===== src/rtl/flash_seq_pkg.sv =====
package flash_seq_pkg;

    localparam int NSEC = 7;

    typedef enum logic [2:0] {
        OP_PROG   = 3'd0,
        OP_SERASE = 3'd1,
        OP_CERASE = 3'd2,
        OP_SUSP   = 3'd3,
        OP_RESUME = 3'd4
    } op_e;

    typedef enum logic [2:0] {
        ST_READ,
        ST_PROG_PULSE,
        ST_PROG_VERIFY,
        ST_PRE_CHECK,
        ST_PRE_PULSE,
        ST_ERA_PULSE,
        ST_ERA_VERIFY,
        ST_SUSPEND
    } state_e;

    // Sector size in allocation units (one unit = 1/32 of the array).
    function automatic int unsigned sec_units(int idx, bit top);
        int k;
        k = top ? idx : (NSEC - 1 - idx);
        case (k)
            0, 1, 2: return 8;
            3:       return 4;
            4, 5:    return 1;
            default: return 2;
        endcase
    endfunction

    function automatic int unsigned sec_start(int idx, bit top);
        int unsigned s;
        s = 0;
        for (int k = 0; k < idx; k++) s += sec_units(k, top);
        return s;
    endfunction

endpackage


===== src/rtl/flash_sector_map.sv =====
module flash_sector_map
    import flash_seq_pkg::*;
#(
    parameter int UNIT     = 4,
    parameter bit TOP_BOOT = 1'b1,
    localparam int AW      = $clog2(32 * UNIT)
) (
    input  logic [AW-1:0]   addr,
    output logic [NSEC-1:0] hit
);
    for (genvar i = 0; i < NSEC; i++) begin : g_sec
        localparam int unsigned LO = UNIT * sec_start(i, TOP_BOOT);
        localparam int unsigned HI = LO + UNIT * sec_units(i, TOP_BOOT);
        assign hit[i] = ({1'b0, addr} >= (AW+1)'(LO)) && ({1'b0, addr} < (AW+1)'(HI));
    end
endmodule


===== src/rtl/flash_pulse_timer.sv =====
module flash_pulse_timer #(
    parameter int CW = 8
) (
    input  logic          clk,
    input  logic          rst_n,
    input  logic          start,
    input  logic [CW-1:0] len,
    output logic          done
);
    logic [CW-1:0] cnt_q;

    always_ff @(posedge clk or negedge rst_n) begin
        if (!rst_n)              cnt_q <= '0;
        else if (start)          cnt_q <= len;
        else if (cnt_q != '0)    cnt_q <= cnt_q - 1'b1;
    end

    assign done = (cnt_q == CW'(1));
endmodule


===== src/rtl/flash_seq.sv =====
module flash_seq
    import flash_seq_pkg::*;
#(
    parameter int DW           = 16,
    parameter int UNIT         = 4,
    parameter bit TOP_BOOT     = 1'b1,
    parameter int PROG_CYCLES  = 8,
    parameter int ERASE_CYCLES = 64,
    localparam int DEPTH       = 32 * UNIT,
    localparam int AW          = $clog2(DEPTH)
) (
    input  logic          clk,
    input  logic          rst_n,
    input  logic          cmd_valid,
    input  logic [2:0]    cmd_op,
    input  logic [AW-1:0] cmd_addr,
    input  logic [DW-1:0] cmd_data,
    input  logic [6:0]    cmd_sectors,
    input  logic [6:0]    prot_mask,
    input  logic          unprot_tmp,
    input  logic          vcc_low,
    input  logic          rd_en,
    input  logic [AW-1:0] rd_addr,
    output logic [DW-1:0] rd_data,
    output logic          ready,
    output logic [AW-1:0] arr_addr,
    output logic          arr_wr,
    output logic [DW-1:0] arr_wdata,
    input  logic [DW-1:0] arr_rdata,
    output logic [6:0]    arr_erase
);
    localparam int MAXC = (PROG_CYCLES > ERASE_CYCLES) ? PROG_CYCLES : ERASE_CYCLES;
    localparam int CW   = $clog2(MAXC + 1);

    state_e        state_q, state_d, saved_q;
    logic [AW-1:0] op_addr_q, scan_q;
    logic [DW-1:0] op_data_q, rd_data_q;
    logic [6:0]    sel_q, allowed, req_mask, cmd_hit, scan_hit, rd_hit;
    logic          tgt7_q, toggle_q;
    logic          tstart, tdone, latch_prog, latch_erase, scan_inc, scan_clr, save;
    logic [CW-1:0] tlen;
    logic          scan_last, scan_sel, erase_phase;
    op_e           op;

    assign op          = op_e'(cmd_op);
    assign allowed     = ~(prot_mask & {7{~unprot_tmp}});
    assign req_mask    = (op == OP_CERASE) ? 7'h7F : cmd_sectors;
    assign scan_last   = (scan_q == AW'(DEPTH - 1));
    assign scan_sel    = |(scan_hit & sel_q);
    assign erase_phase = (state_q == ST_PRE_CHECK) || (state_q == ST_PRE_PULSE) ||
                         (state_q == ST_ERA_PULSE) || (state_q == ST_ERA_VERIFY);

    flash_sector_map #(.UNIT(UNIT), .TOP_BOOT(TOP_BOOT)) u_map_cmd  (.addr(cmd_addr), .hit(cmd_hit));
    flash_sector_map #(.UNIT(UNIT), .TOP_BOOT(TOP_BOOT)) u_map_scan (.addr(scan_q),   .hit(scan_hit));
    flash_sector_map #(.UNIT(UNIT), .TOP_BOOT(TOP_BOOT)) u_map_rd   (.addr(rd_addr),  .hit(rd_hit));

    flash_pulse_timer #(.CW(CW)) u_timer (
        .clk(clk), .rst_n(rst_n), .start(tstart), .len(tlen), .done(tdone)
    );

    // Next-state logic
    always_comb begin
        state_d     = state_q;
        tstart      = 1'b0;
        tlen        = CW'(PROG_CYCLES);
        latch_prog  = 1'b0;
        latch_erase = 1'b0;
        scan_inc    = 1'b0;
        scan_clr    = 1'b0;
        save        = 1'b0;
        unique case (state_q)
            ST_READ: begin
                if (cmd_valid && !vcc_low) begin
                    if (op == OP_PROG && |(cmd_hit & allowed)) begin
                        latch_prog = 1'b1;
                        tstart     = 1'b1;
                        state_d    = ST_PROG_PULSE;
                    end else if ((op == OP_SERASE || op == OP_CERASE) && |(req_mask & allowed)) begin
                        latch_erase = 1'b1;
                        scan_clr    = 1'b1;
                        state_d     = ST_PRE_CHECK;
                    end
                end
            end
            ST_PROG_PULSE: if (tdone) state_d = ST_PROG_VERIFY;
            ST_PROG_VERIFY: begin
                if (arr_rdata == op_data_q) state_d = ST_READ;
                else begin
                    tstart  = 1'b1;
                    state_d = ST_PROG_PULSE;
                end
            end
            ST_PRE_CHECK: begin
                if (scan_sel && arr_rdata != '0) begin
                    tstart  = 1'b1;
                    state_d = ST_PRE_PULSE;
                end else if (scan_last) begin
                    tstart  = 1'b1;
                    tlen    = CW'(ERASE_CYCLES);
                    state_d = ST_ERA_PULSE;
                end else scan_inc = 1'b1;
            end
            ST_PRE_PULSE: if (tdone) state_d = ST_PRE_CHECK;
            ST_ERA_PULSE: begin
                if (tdone) begin
                    scan_clr = 1'b1;
                    state_d  = ST_ERA_VERIFY;
                end
            end
            ST_ERA_VERIFY: begin
                if (scan_sel && arr_rdata != '1) begin
                    tstart  = 1'b1;
                    tlen    = CW'(ERASE_CYCLES);
                    state_d = ST_ERA_PULSE;
                end else if (scan_last) state_d = ST_READ;
                else scan_inc = 1'b1;
            end
            ST_SUSPEND: begin
                if (cmd_valid && op == OP_RESUME) begin
                    tstart  = 1'b1;
                    tlen    = (saved_q == ST_ERA_PULSE) ? CW'(ERASE_CYCLES) : CW'(PROG_CYCLES);
                    state_d = saved_q;
                end
            end
        endcase
        if (erase_phase && cmd_valid && op == OP_SUSP) begin
            save     = 1'b1;
            tstart   = 1'b0;
            scan_inc = 1'b0;
            scan_clr = 1'b0;
            state_d  = ST_SUSPEND;
        end
    end

    // State and operand registers
    always_ff @(posedge clk or negedge rst_n) begin
        if (!rst_n) begin
            state_q   <= ST_READ;
            saved_q   <= ST_READ;
            op_addr_q <= '0;
            op_data_q <= '0;
            sel_q     <= '0;
            tgt7_q    <= 1'b0;
            scan_q    <= '0;
        end else begin
            state_q <= state_d;
            if (save) saved_q <= state_q;
            if (latch_prog) begin
                op_addr_q <= cmd_addr;
                op_data_q <= cmd_data;
                tgt7_q    <= cmd_data[7];
            end
            if (latch_erase) begin
                sel_q  <= req_mask & allowed;
                tgt7_q <= 1'b1;
            end
            if (scan_clr)      scan_q <= '0;
            else if (scan_inc) scan_q <= scan_q + 1'b1;
        end
    end

    // Read path with status word
    always_ff @(posedge clk or negedge rst_n) begin
        if (!rst_n) begin
            rd_data_q <= '0;
            toggle_q  <= 1'b0;
        end else if (rd_en) begin
            if (state_q == ST_READ || (state_q == ST_SUSPEND && !(|(rd_hit & sel_q)))) begin
                rd_data_q <= arr_rdata;
            end else begin
                rd_data_q    <= '0;
                rd_data_q[7] <= ~tgt7_q;
                rd_data_q[6] <= toggle_q;
                if (!ready) toggle_q <= ~toggle_q;
            end
        end
    end

    // Outputs
    always_comb begin
        ready     = (state_q == ST_READ) || (state_q == ST_SUSPEND);
        arr_wr    = (state_q == ST_PROG_PULSE) || (state_q == ST_PRE_PULSE);
        arr_wdata = (state_q == ST_PROG_PULSE) ? op_data_q : '0;
        arr_erase = (state_q == ST_ERA_PULSE) ? sel_q : '0;
        if (state_q == ST_PROG_PULSE || state_q == ST_PROG_VERIFY) arr_addr = op_addr_q;
        else if (ready)                                            arr_addr = rd_addr;
        else                                                       arr_addr = scan_q;
        rd_data   = rd_data_q;
    end

    assert_wr_erase_excl_R7: assert property (@(posedge clk) disable iff (!rst_n)
        !(arr_wr && (arr_erase != '0)));
    assert_ready_quiet_R12: assert property (@(posedge clk) disable iff (!rst_n)
        ready |-> (!arr_wr && arr_erase == '0));
    assert_vcc_block_R11: assert property (@(posedge clk) disable iff (!rst_n)
        (state_q == ST_READ && cmd_valid && vcc_low) |=> ready);
    assert_prot_prog_R10: assert property (@(posedge clk) disable iff (!rst_n)
        (state_q == ST_READ && cmd_valid && op == OP_PROG && !(|(cmd_hit & allowed))) |=> (state_q == ST_READ));
    assert_suspend_ready_R12: assert property (@(posedge clk) disable iff (!rst_n)
        (erase_phase && cmd_valid && op == OP_SUSP) |=> ready);
    assert_busy_cause_R5: assert property (@(posedge clk) disable iff (!rst_n)
        $fell(ready) |-> $past(cmd_valid));
endmodule


===== config.mk =====
export PLATFORM = sky130hd
export DESIGN_NAME = flash_seq
export DESIGN_NICKNAME = d
export VERILOG_FILES = /design/src/rtl/flash_seq_pkg.sv /design/src/rtl/flash_sector_map.sv /design/src/rtl/flash_pulse_timer.sv /design/src/rtl/flash_seq.sv
export SDC_FILE = /design/constraint.sdc
export NUM_CORES = 1
export LEC_CHECK = 0
export ABC_AREA = 1
export BUFFER_PORTS_ARGS = -buffer_cell sky130_fd_sc_hd__buf_2
export CELL_PAD_IN_SITES_DETAIL_PLACEMENT = 1
export CELL_PAD_IN_SITES_GLOBAL_PLACEMENT = 1
export CORE_MARGIN = 2
export CORE_UTILIZATION = 23
export CTS_CLUSTER_DIAMETER = 120
export DETAILED_ROUTE_END_ITERATION = 6
export GPL_ROUTABILITY_DRIVEN = 0
export PLACE_DENSITY_LB_ADDON = 0.1
export SYNTH_ARGS = -nofsm -noshare
export SYNTH_HDL_FRONTEND = slang
export SYNTH_SLANG_ARGS = --single-unit

===== constraint.sdc =====
create_clock -name clk -period 4.4 [get_ports clk]
set_input_delay 0.88 -clock clk [delete_from_list [all_inputs] [get_ports clk]]
set_output_delay 0.88 -clock clk [all_outputs]
set_load 0.01 [all_outputs]

==> impl_results.md, run 1 <==
- Dpl ws: 1580 ps
- Average vias per placed instance: 4.46
- Worst-path cell chain: nand2_1, nand2_1, nor2_1, inv_1, o21ai_0, a21oi_1, a21oi_1, buf_2
- Critical path type: flip-flop to output pin
- Int Power: 1.85 mW
- WL final: 14.8 mm
- Clk Latency, worst-skew pair: 340 ps
- Cell Pwr Density: 613 mW/mm2
- Yosys reg bits: 68
- Clk slew on worst S/H paths: 60 ps
- Post-synth top flop: dfrtp_1
- Switching Fraction: 44.8%
- Slew HR: 47.1%
- Post-route DRC: 0
- Layout cells sized above 1: 23.3%
- Nets@finish: 822
- Status: finished clean
- Slowest cell on the critical path: nor2_1
- Max-Cap Viols: 0
- ANT cells: 0
- CTS Buf Count: 9
- CP peak stage delay: 500 ps
- Cts repair resizes: 0
- Clk_skew: 7.02 ps
- Critical path capture point type: output pin
- GR peak layer: met2
- Syn Inst Count: 634
- Final antenna-violating net count: 0
- Final Max Slew Viols: 0
- Largest fanout on the critical path: 9
- Final setup fails: 0
- Fin util: 29.3%
- Avg Synthesized Cell Area: 6.88 um2
- Initial antenna violation count: 0
- Initial core utilization: 23.4%
- Synthesized Nets: 707
- Async S/R FF share, synth: 100%
- Final hold viol count: 0
- RSZ-0062 raised after global routing: false
- Die Area: 0.0201 mm2
- CP Data Required Time: 3520 ps
- CTS Hold Buffers Added: 0
- Buffers and inverters on the worst path: 2
- Yosys warns: 0
- Largest delay share family, worst path: simple AND/OR/NAND/NOR gates
- Dpl hpwl: 11.6 mm
- Fmax: 323 MHz
- Comb power frac: 46.3%
- VDD IR-drop max: 0.166 mV
- Library cells used by synthesis: 38
- Met3 Usage GRT: 2.63%
- Switching power: 1.50 mW
- Horiz. Die Dim: 142 um
- GRT Total Usage: 15.1%
- Synthesized cell area: 0.00436 mm2
- Final setup margin: 1310 ps
- Filler Cells Inserted: 2,393
- Max clock buf depth: 2
- TNS Setup: 0 ps
- Worst-margin pin slew: 792 ps
- Largest net degree at the start of global routing: 45
- # H-tree levels: 3
- Post-CTS Setup Inserts: 0
- Period utilization: 70.3%
- Seq/Total Area, Yosys: 39.0%
- Synth-to-Final Area Change: 25.1%
- Global-route met1 utilization: 19.3%
- 1st-pass router iterations: 4
- Pleak: 2.99 nW
- Fin area: 0.00546 mm2
- First-pass GRT wire length: 23.8 mm
- CP Launch Type: flip-flop
- Crit path DAT: 2210 ps
- PortBufs: 116
- Core area: 0.0186 mm2
- Std cell rows: 50
- Clock network power share: 21.7%
- CTS sink count: 68
- Grt ovf: 0
- Vias in the first global route: 4,613
- CTS tree: built
- Routed length per instance: 14.9 um
- Placed cell count: 972
- Die Y: 142 um
- Vias post-DR: 4,408
- Post-synth EDFFs: 0
- Final Critical Period: 3090 ps
- Sequential power share: 31.9%
- Met2 usage: 25.5%
- HP Class: flip-flop to flip-flop
- I/O pin cnt: 117
- Number of DRC markers in iteration 0: 154
- Non-filler cells in the finished layout: 988
- Root buffer cell: clkbuf_16
- Post-DP Area: 0.00516 mm2
-- through the flow --
step                      hold slack, ps  total power, mW
after CTS                            484             3.41
final                                481             3.35
after floorplan                      453             2.08
after global routing                 508             3.67
after global placement               464             2.64
after detailed placement             467             2.66
-- cells in the mapped netlist, types with 4 or more instances --
cell type,instances,share of area (%)
a21oi_1,13,1.5
buf_2,4,0.46
clkbuf_1,4,0.34
dfrtp_1,68,39
ha_1,4,1.1
inv_1,84,7.2
inv_2,10,0.86
nand2_1,208,18
nand2_2,5,0.72
nand3_1,37,4.2
nand3_2,5,1.1
nand4_1,15,2.2
nor2_1,68,5.9
nor3_1,5,0.57
o21ai_0,46,5.3
o21ai_1,15,1.7
o21ai_2,6,1.2
xor2_1,7,1.4
-- flip-flops by register name, indices dropped and copies added (netlist names) --
register	count
state_q	3
toggle_q	1
sel_q	7
op_data_q	16
scan_q	7
saved_q	3
tgt7_q	1
u_timer.cnt_q	7
op_addr_q	7
rd_data	16
-- final timing paths --
kind                            depth (start not counted)        from  slack (ps)               end
max in group asynchronous                               2       rst_n        2780  u_timer.cnt_q[1]
worst max register to register                          6  state_q[1]        2110     op_data_q[11]
worst min-delay path                                    2  rd_data[7]         480        rd_data[7]
worst max-delay path                                    8  state_q[1]        1310       arr_addr[1]
min in group asynchronous                               1       rst_n         550      op_data_q[1]
worst min register to register                          2  rd_data[7]         480        rd_data[7]
-- power by group through the flow --
stage	combinational, mW	sequential [mW]	clock [mW]
global placement	1.56	1.08	0
detailed placement	1.58	1.09	0
finish	1.55	1.07	0.727
global route	1.78	1.11	0.782
CTS	1.58	1.08	0.754
floorplan	1.04	1.03	0
-- cells by family after synthesis --
group | count (synthesis) | share of synthesized area [%]
AOI/OAI and AO/OA | 88 | 11.3
buffers and inverters | 109 | 10.3
DFF | 68 | 39.0
and+or+nand+nor | 356 | 36.4
xor gates and xnor gates | 9 | 1.81
adders and majority gates | 4 | 1.15
-- cell usage in the layout (no fill, tap or decap), types with 2 or more instances in the layout --
cell          n
xor2_1        7
nand2_8       2
nor2_2        3
dfrtp_1      68
nand4_1      15
nor2_4        2
o21ai_0      46
nand2_1     208
xnor2_1       2
clkbuf_16     9
clkinvlp_4    3
nor2_1       68
nand2_2       5
o21ai_2       6
buf_2       116
nand3_2       5
ha_1          4
nand3_1      37
o21ai_1      15
clkinv_2      3
a21oi_1      13
inv_2        10
o211ai_1      2
inv_1        84
nor3_1        5
nand3_4       2
-- routing by layer --
metal,vias up,routed length (um)
met4,0,250
met1,2075,6980
met5,-,0
met3,18,617
li1,2222,-
met2,93,6920
-- worst register-to-register path: stages, from the launching register on --
cell	delay, ps
dfrtp_1	480
nor2_4	170
nand2_1	150
inv_2	180
nand4_2	360
inv_2	630
o21ai_0	180
-- area by class of cell --
type / instances / area [um2] / share of cell area (%)
Multi-Input combinational cell: 457 / 2210 / 40.6
Sequential cell: 68 / 1700 / 31.2
Timing Repair Buffer: 117 / 588 / 10.8
Inverter: 96 / 368 / 6.74
Tap cell: 234 / 293 / 5.37
Clock buffer: 9 / 225 / 4.13
Clock inverter: 7 / 67.6 / 1.24
Note: power is estimated with default switching activity, not from simulation.
==> inputs of run 2 (changes only) <==
==> constraint.sdc (replaced) <==
create_clock -name clk -period 3.2 [get_ports clk]
set_input_delay 0.64 -clock clk [delete_from_list [all_inputs] [get_ports clk]]
set_output_delay 0.64 -clock clk [all_outputs]
set_load 0.01 [all_outputs]
==> run 2 against run 1 <==
Compared with the run above:
- clock skew down 1.7 ps
- via count down 0.18%
- power up 39%
- register-to-register slack worse by 1200 ps
- combinational power up 38%
- clock power up 42%
- cell area up 0.57%
- wire length down 0.81%
- clock-buffer cell count up 3
- sequential share of layout area down 0.18 points
- flip-flop and latch count unchanged
- largest power group unchanged
==> impl_results.md, run 2 (synthesis results as in run 1) <==
- Status: finished clean
- Largest fanout on the critical path: 10
- Max-Cap Viols: 0
- CP Launch Type: flip-flop
- Commonest cells after routing, fill and taps aside: nand2_1, buf_2, inv_1
- Clk_skew: 5.30 ps
- Critical path type: flip-flop to output pin
- GRT Total Usage: 15.3%
- Number of DRC markers in iteration 0: 146
- Fmax: 344 MHz
- Std cell rows: 50
- HP Class: input port to asynchronous set/reset pin
- # H-tree levels: 3
- Post-CTS Setup Inserts: 0
- Dpl ws: 588 ps
- Period utilization: 90.9%
- Slew HR: 41.4%
- Root buffer cell: clkbuf_16
- Grt ovf: 0
- Initial antenna violation count: 0
- Max clock buf depth: 2
- CTS Buf Count: 9
- ANT cells: 0
- Clk slew on worst S/H paths: 60 ps
- Vias in the first global route: 4,710
- Worst-margin pin slew: 880 ps
- Final Critical Period: 2910 ps
- Largest net degree at the start of global routing: 37
- Average vias per placed instance: 4.45
- Commonest non-fill, non-tap cell in the layout: nand2_1
- Pleak: 3.01 nW
- Routed length per instance: 14.8 um
- Cts repair resizes: 0
- Horiz. Die Dim: 142 um
- CTS tree: built
- Critical path capture point type: output pin
- Total power: 4.66 mW
- CP Data Required Time: 2560 ps
- Final hold viol count: 0
- Dpl hpwl: 11.6 mm
- I/O pin cnt: 117
- TNS Setup: 0 ps
- Core area: 0.0186 mm2
- VDD IR-drop max: 0.220 mV
- RSZ-0062 raised after global routing: false
- Fin util: 29.4%
- Cell Pwr Density: 848 mW/mm2
- Crit path DAT: 2270 ps
- WL final: 14.7 mm
- CTS Hold Buffers Added: 0
- Final Max Slew Viols: 0
- Layout cells sized above 1: 23.3%
- Nets@finish: 823
- Die Area: 0.0201 mm2
- First-pass GRT wire length: 24.2 mm
- Initial core utilization: 23.4%
- Die Y: 142 um
- Final antenna-violating net count: 0
- Synth-to-Final Area Change: 25.8%
- Final setup margin: 292 ps
- Clk Latency, worst-skew pair: 340 ps
- CTS sink count: 68
- Final setup fails: 0
- PortBufs: 116
- Post-route DRC: 0
- Vias post-DR: 4,400
- 1st-pass router iterations: 4
-- run 2: cell count changes in the layout (fill, tap and decap cells not counted), sizes merged --
cell	delta
clkinvlp	-2
buf	+1
clkbuf	+3
clkinv	-1
-- run 2: power by group --
| group | switching (mW) | leakage [nW] | total, mW | internal, mW |
|---|---|---|---|---|
| sequential | 0.278 | 0.834 | 1.48 | 1.20 |
| combinational | 1.39 | 2.03 | 2.14 | 0.751 |
| clock | 0.389 | 0.149 | 1.03 | 0.643 |
-- run 2: worst max-delay path, cell delays in order, from the launching register on --
cell,delay [ps]
dfrtp_1,510
inv_2,130
nand2_1,200
inv_2,120
nor2_4,310
inv_4,130
o21ai_0,190
a21oi_1,60
a21oi_1,110
buf_2,150
-- run 2: worst paths after layout --
| check | from | to | slack (ps) | cells past startpoint |
|---|---|---|---|---|
| worst max-delay path | state_q[2] | arr_addr[1] | 290 | 9 |
| worst min-delay path | rst_n | op_addr_q[1] | 410 | 1 |
| worst max register to register | state_q[1] | op_data_q[5] | 900 | 7 |
| worst min register to register | rd_data[7] | rd_data[7] | 470 | 2 |
| max in group asynchronous | rst_n | rd_data[10] | 2100 | 2 |
| min in group clk | rd_data[7] | rd_data[7] | 470 | 2 |
-- run 2: through the flow --
step	hold slack, ps	instances	area (um2)
floorplan	344	634	4360
global placement	460	973	5180
detailed placement	462	973	5180
CTS	444	989	5490
global route	491	989	5490
finish	405	989	5490
-- run 2: area by class of cell --
| cell class | count | area, um2 |
|---|---|---|
| well taps | 234 | 293 |
| fillers | 2369 | 13200 |
| clock inverters | 4 | 47.5 |
| multi-input cells | 457 | 2210 |
| flip-flops and latches | 68 | 1700 |
| inverters | 96 | 368 |
| repair buffers | 118 | 608 |
| clock buffers | 12 | 256 |
-- run 2: per-layer routing --
metal | global-route usage, % | wire (um)
met5 | 0 | 0
met4 | 4.26 | 167
met3 | 2.90 | 503
met2 | 26.6 | 7130
met1 | 19.5 | 6850
==> inputs of run 3 (changes only) <==
--- a/config.mk
+++ b/config.mk
@@ -5,7 +5,6 @@
 export SDC_FILE = /design/constraint.sdc
 export NUM_CORES = 1
 export LEC_CHECK = 0
-export ABC_AREA = 1
 export BUFFER_PORTS_ARGS = -buffer_cell sky130_fd_sc_hd__buf_2
 export CELL_PAD_IN_SITES_DETAIL_PLACEMENT = 1
 export CELL_PAD_IN_SITES_GLOBAL_PLACEMENT = 1
==> run 3 against run 2 <==
Compared with the run above:
- clock-buffer cell count did not move
- power fell by 4.8%
- clock skew rose by 1.6 ps
- setup slack improved by 5.2 ps
- global-route usage rose by 1.4 points
- critical path depth fell by 3
- combinational power fell by 9%
- die area fell by 6.8%
- critical endpoint is now arr_addr[6]
- largest power group unchanged
==> impl_results.md, run 3 <==
- Placed cell count: 781
- Crit path DAT: 2260 ps
- Non-filler cells in the finished layout: 797
- Critical path capture point type: output pin
- Synthesized Nets: 523
- PortBufs: 116
- Fmax: 344 MHz
- CTS Buf Count: 9
- Initial antenna violation count: 0
- Post-synth top flop: dfrtp_1
- Synth-to-Final Area Change: 29.2%
- I/O pin cnt: 117
- Slowest cell on the critical path: dfrtp_1
- Seq/Total Area, Yosys: 41.9%
- Initial core utilization: 23.5%
- Cell Pwr Density: 845 mW/mm2
- Dpl hpwl: 11.4 mm
- Library cells used by synthesis: 55
- Number of DRC markers in iteration 0: 142
- Largest net degree at the start of global routing: 38
- Syn Inst Count: 450
- GRT Total Usage: 16.7%
- Max clock buf depth: 2
- Async S/R FF share, synth: 100%
- Average vias per placed instance: 4.81
- Final hold viol count: 0
- Final setup margin: 297 ps
- Slew HR: 44.1%
- 1st-pass router iterations: 4
- Routed length per instance: 18.6 um
- CP peak stage delay: 640 ps
- Root buffer cell: clkbuf_16
- Commonest non-fill, non-tap cell in the layout: buf_2
- Avg Synthesized Cell Area: 9.02 um2
- WL final: 14.8 mm
- Worst-path cell chain: nor2b_1, buf_4, o21bai_1, o22ai_1, nor2_1, buf_2
- Worst hold margin: 393 ps
- Synth Area in Simple Gates: 22.0%
- Grt ovf: 0
- Worst-margin pin slew: 839 ps
- Critical path type: flip-flop to output pin
- Synthesized cell area: 0.00406 mm2
- Area share of the largest cell type after synthesis: 41.9%
- VDD IR-drop max: 0.368 mV
- Count leader, synth: dfrtp_1
- Post-route DRC: 0
- CTS tree: built
- Buffers and inverters on the worst path: 2
- Synth Area in Compound Gates: 14.8%
- Clk slew on worst S/H paths: 60 ps
- Largest fanout on the critical path: 15
- CP Data Required Time: 2560 ps
- Core area: 0.0173 mm2
- HP Class: input port to asynchronous set/reset pin
- Post-synth top area cell: dfrtp_1
- CP Launch Type: flip-flop
- Largest family of logic cells by synthesized area: simple AND/OR/NAND/NOR gates
- Vias in the first global route: 4,043
- Final Max Slew Viols: 0
- Dominant cells by area after synthesis: dfrtp_1, mux2_2, xnor2_1
- Post-synth EDFFs: 0
- Horiz. Die Dim: 137 um
- Filler Cells Inserted: 2,036
- Dpl ws: 333 ps
- Std cell rows: 48
- TNS Setup: 0 ps
- Commonest cells after routing, fill and taps aside: buf_2, dfrtp_1, nand2_1
- ANT cells: 0
- Vias post-DR: 3,836
- # H-tree levels: 3
- Multiplexer share of the synthesized area: 9.68%
- Top cell types by occurrence after synthesis: dfrtp_1, nand2_1, nor2_1, inv_1, o22ai_1
- Clk_skew: 6.91 ps
- Final Critical Period: 2900 ps
- Die Area: 0.0187 mm2
- Pleak: 2.49 nW
- Layout cells sized above 1: 31.8%
- Yosys warns: 0
- Yosys reg bits: 68
- Largest delay share family, worst path: compound AO/OA/AOI/OAI gates
- Clk Latency, worst-skew pair: 350 ps
- First-pass GRT wire length: 23.5 mm
- Post-Synth XOR/XNOR Area: 5.18%
- CTS sink count: 68
- Final antenna-violating net count: 0
- RSZ-0062 raised after global routing: false
- Die Y: 137 um
- Nets@finish: 640
- Max-Cap Viols: 0
- Status: finished clean
- Period utilization: 90.7%
- Post-Synth Adder-Cell Area: 1.23%
- Final setup fails: 0
## run 3: cell families (layout without fill, tap and decap cells)
group / Yosys count / after routing
AND/OR/NAND/NOR: 173 / 173
AO/OA/AOI/OAI: 93 / 93
flip-flops: 68 / 68
buffers and inverters: 52 / 174
multiplexers: 36 / 36
XOR/XNOR: 24 / 24
adder cells (fa/ha/maj): 4 / 4
## run 3: area by class of cell
| class | count | area, um2 | share of cell area (%) |
|---|---|---|---|
| multi-input combinational | 330 | 2160 | 41.1 |
| sequential | 68 | 1700 | 32.5 |
| timing repair buffer | 129 | 691 | 13.2 |
| tap | 225 | 282 | 5.37 |
| clock buffer | 12 | 256 | 4.89 |
| inverter | 29 | 109 | 2.08 |
| clock inverter | 4 | 47.5 | 0.907 |
## run 3: worst paths after layout
| check | start | end | slack (ps) | depth (start not counted) |
|---|---|---|---|---|
| max | state_q[1] | arr_addr[6] | 300 | 6 |
| max reg2reg | scan_q[5] | scan_q[5] | 660 | 7 |
| min reg2reg | toggle_q | toggle_q | 500 | 1 |
| min | rst_n | rd_data[12] | 390 | 1 |
| max in group asynchronous | rst_n | scan_q[5] | 2090 | 2 |
| min in group clk | toggle_q | toggle_q | 500 | 1 |
## run 3: through the flow
| stage | total power [mW] | instance area, um2 | utilization, % |
|---|---|---|---|
| finish | 4.43 | 5240 | 30.3 |
| global route | 4.78 | 5240 | 30.3 |
| CTS | 4.51 | 5240 | 30.3 |
| detailed placement | 3.43 | 4940 | 28.5 |
| global placement | 3.38 | 4940 | 28.5 |
| floorplan | 2.64 | 4060 | - |
## run 3: per-layer routing
metal	part of all wire, %	wire length [um]	global-route usage (%)	vias to the layer above
met3	4.2	624	3.19	15
met5	0	0	0	-
met2	47	6950	27.4	99
met1	47	7000	22.2	1896
li1	-	-	-	1826
met4	1.5	221	5.50	0
## run 3: where the power goes
| group | switching [mW] | leakage [nW] | total (mW) | internal, mW |
|---|---|---|---|---|
| logic | 1.11 | 1.45 | 1.95 | 0.838 |
| registers | 0.299 | 0.894 | 1.44 | 1.14 |
| clock network | 0.399 | 0.149 | 1.04 | 0.644 |
## run 3: timing repair
item | CTS | global route
setup endpoints to repair | 0 | 10
setup buffers | 0 | 0
resized for setup | 0 | 1
hold buffers | 0 | 0
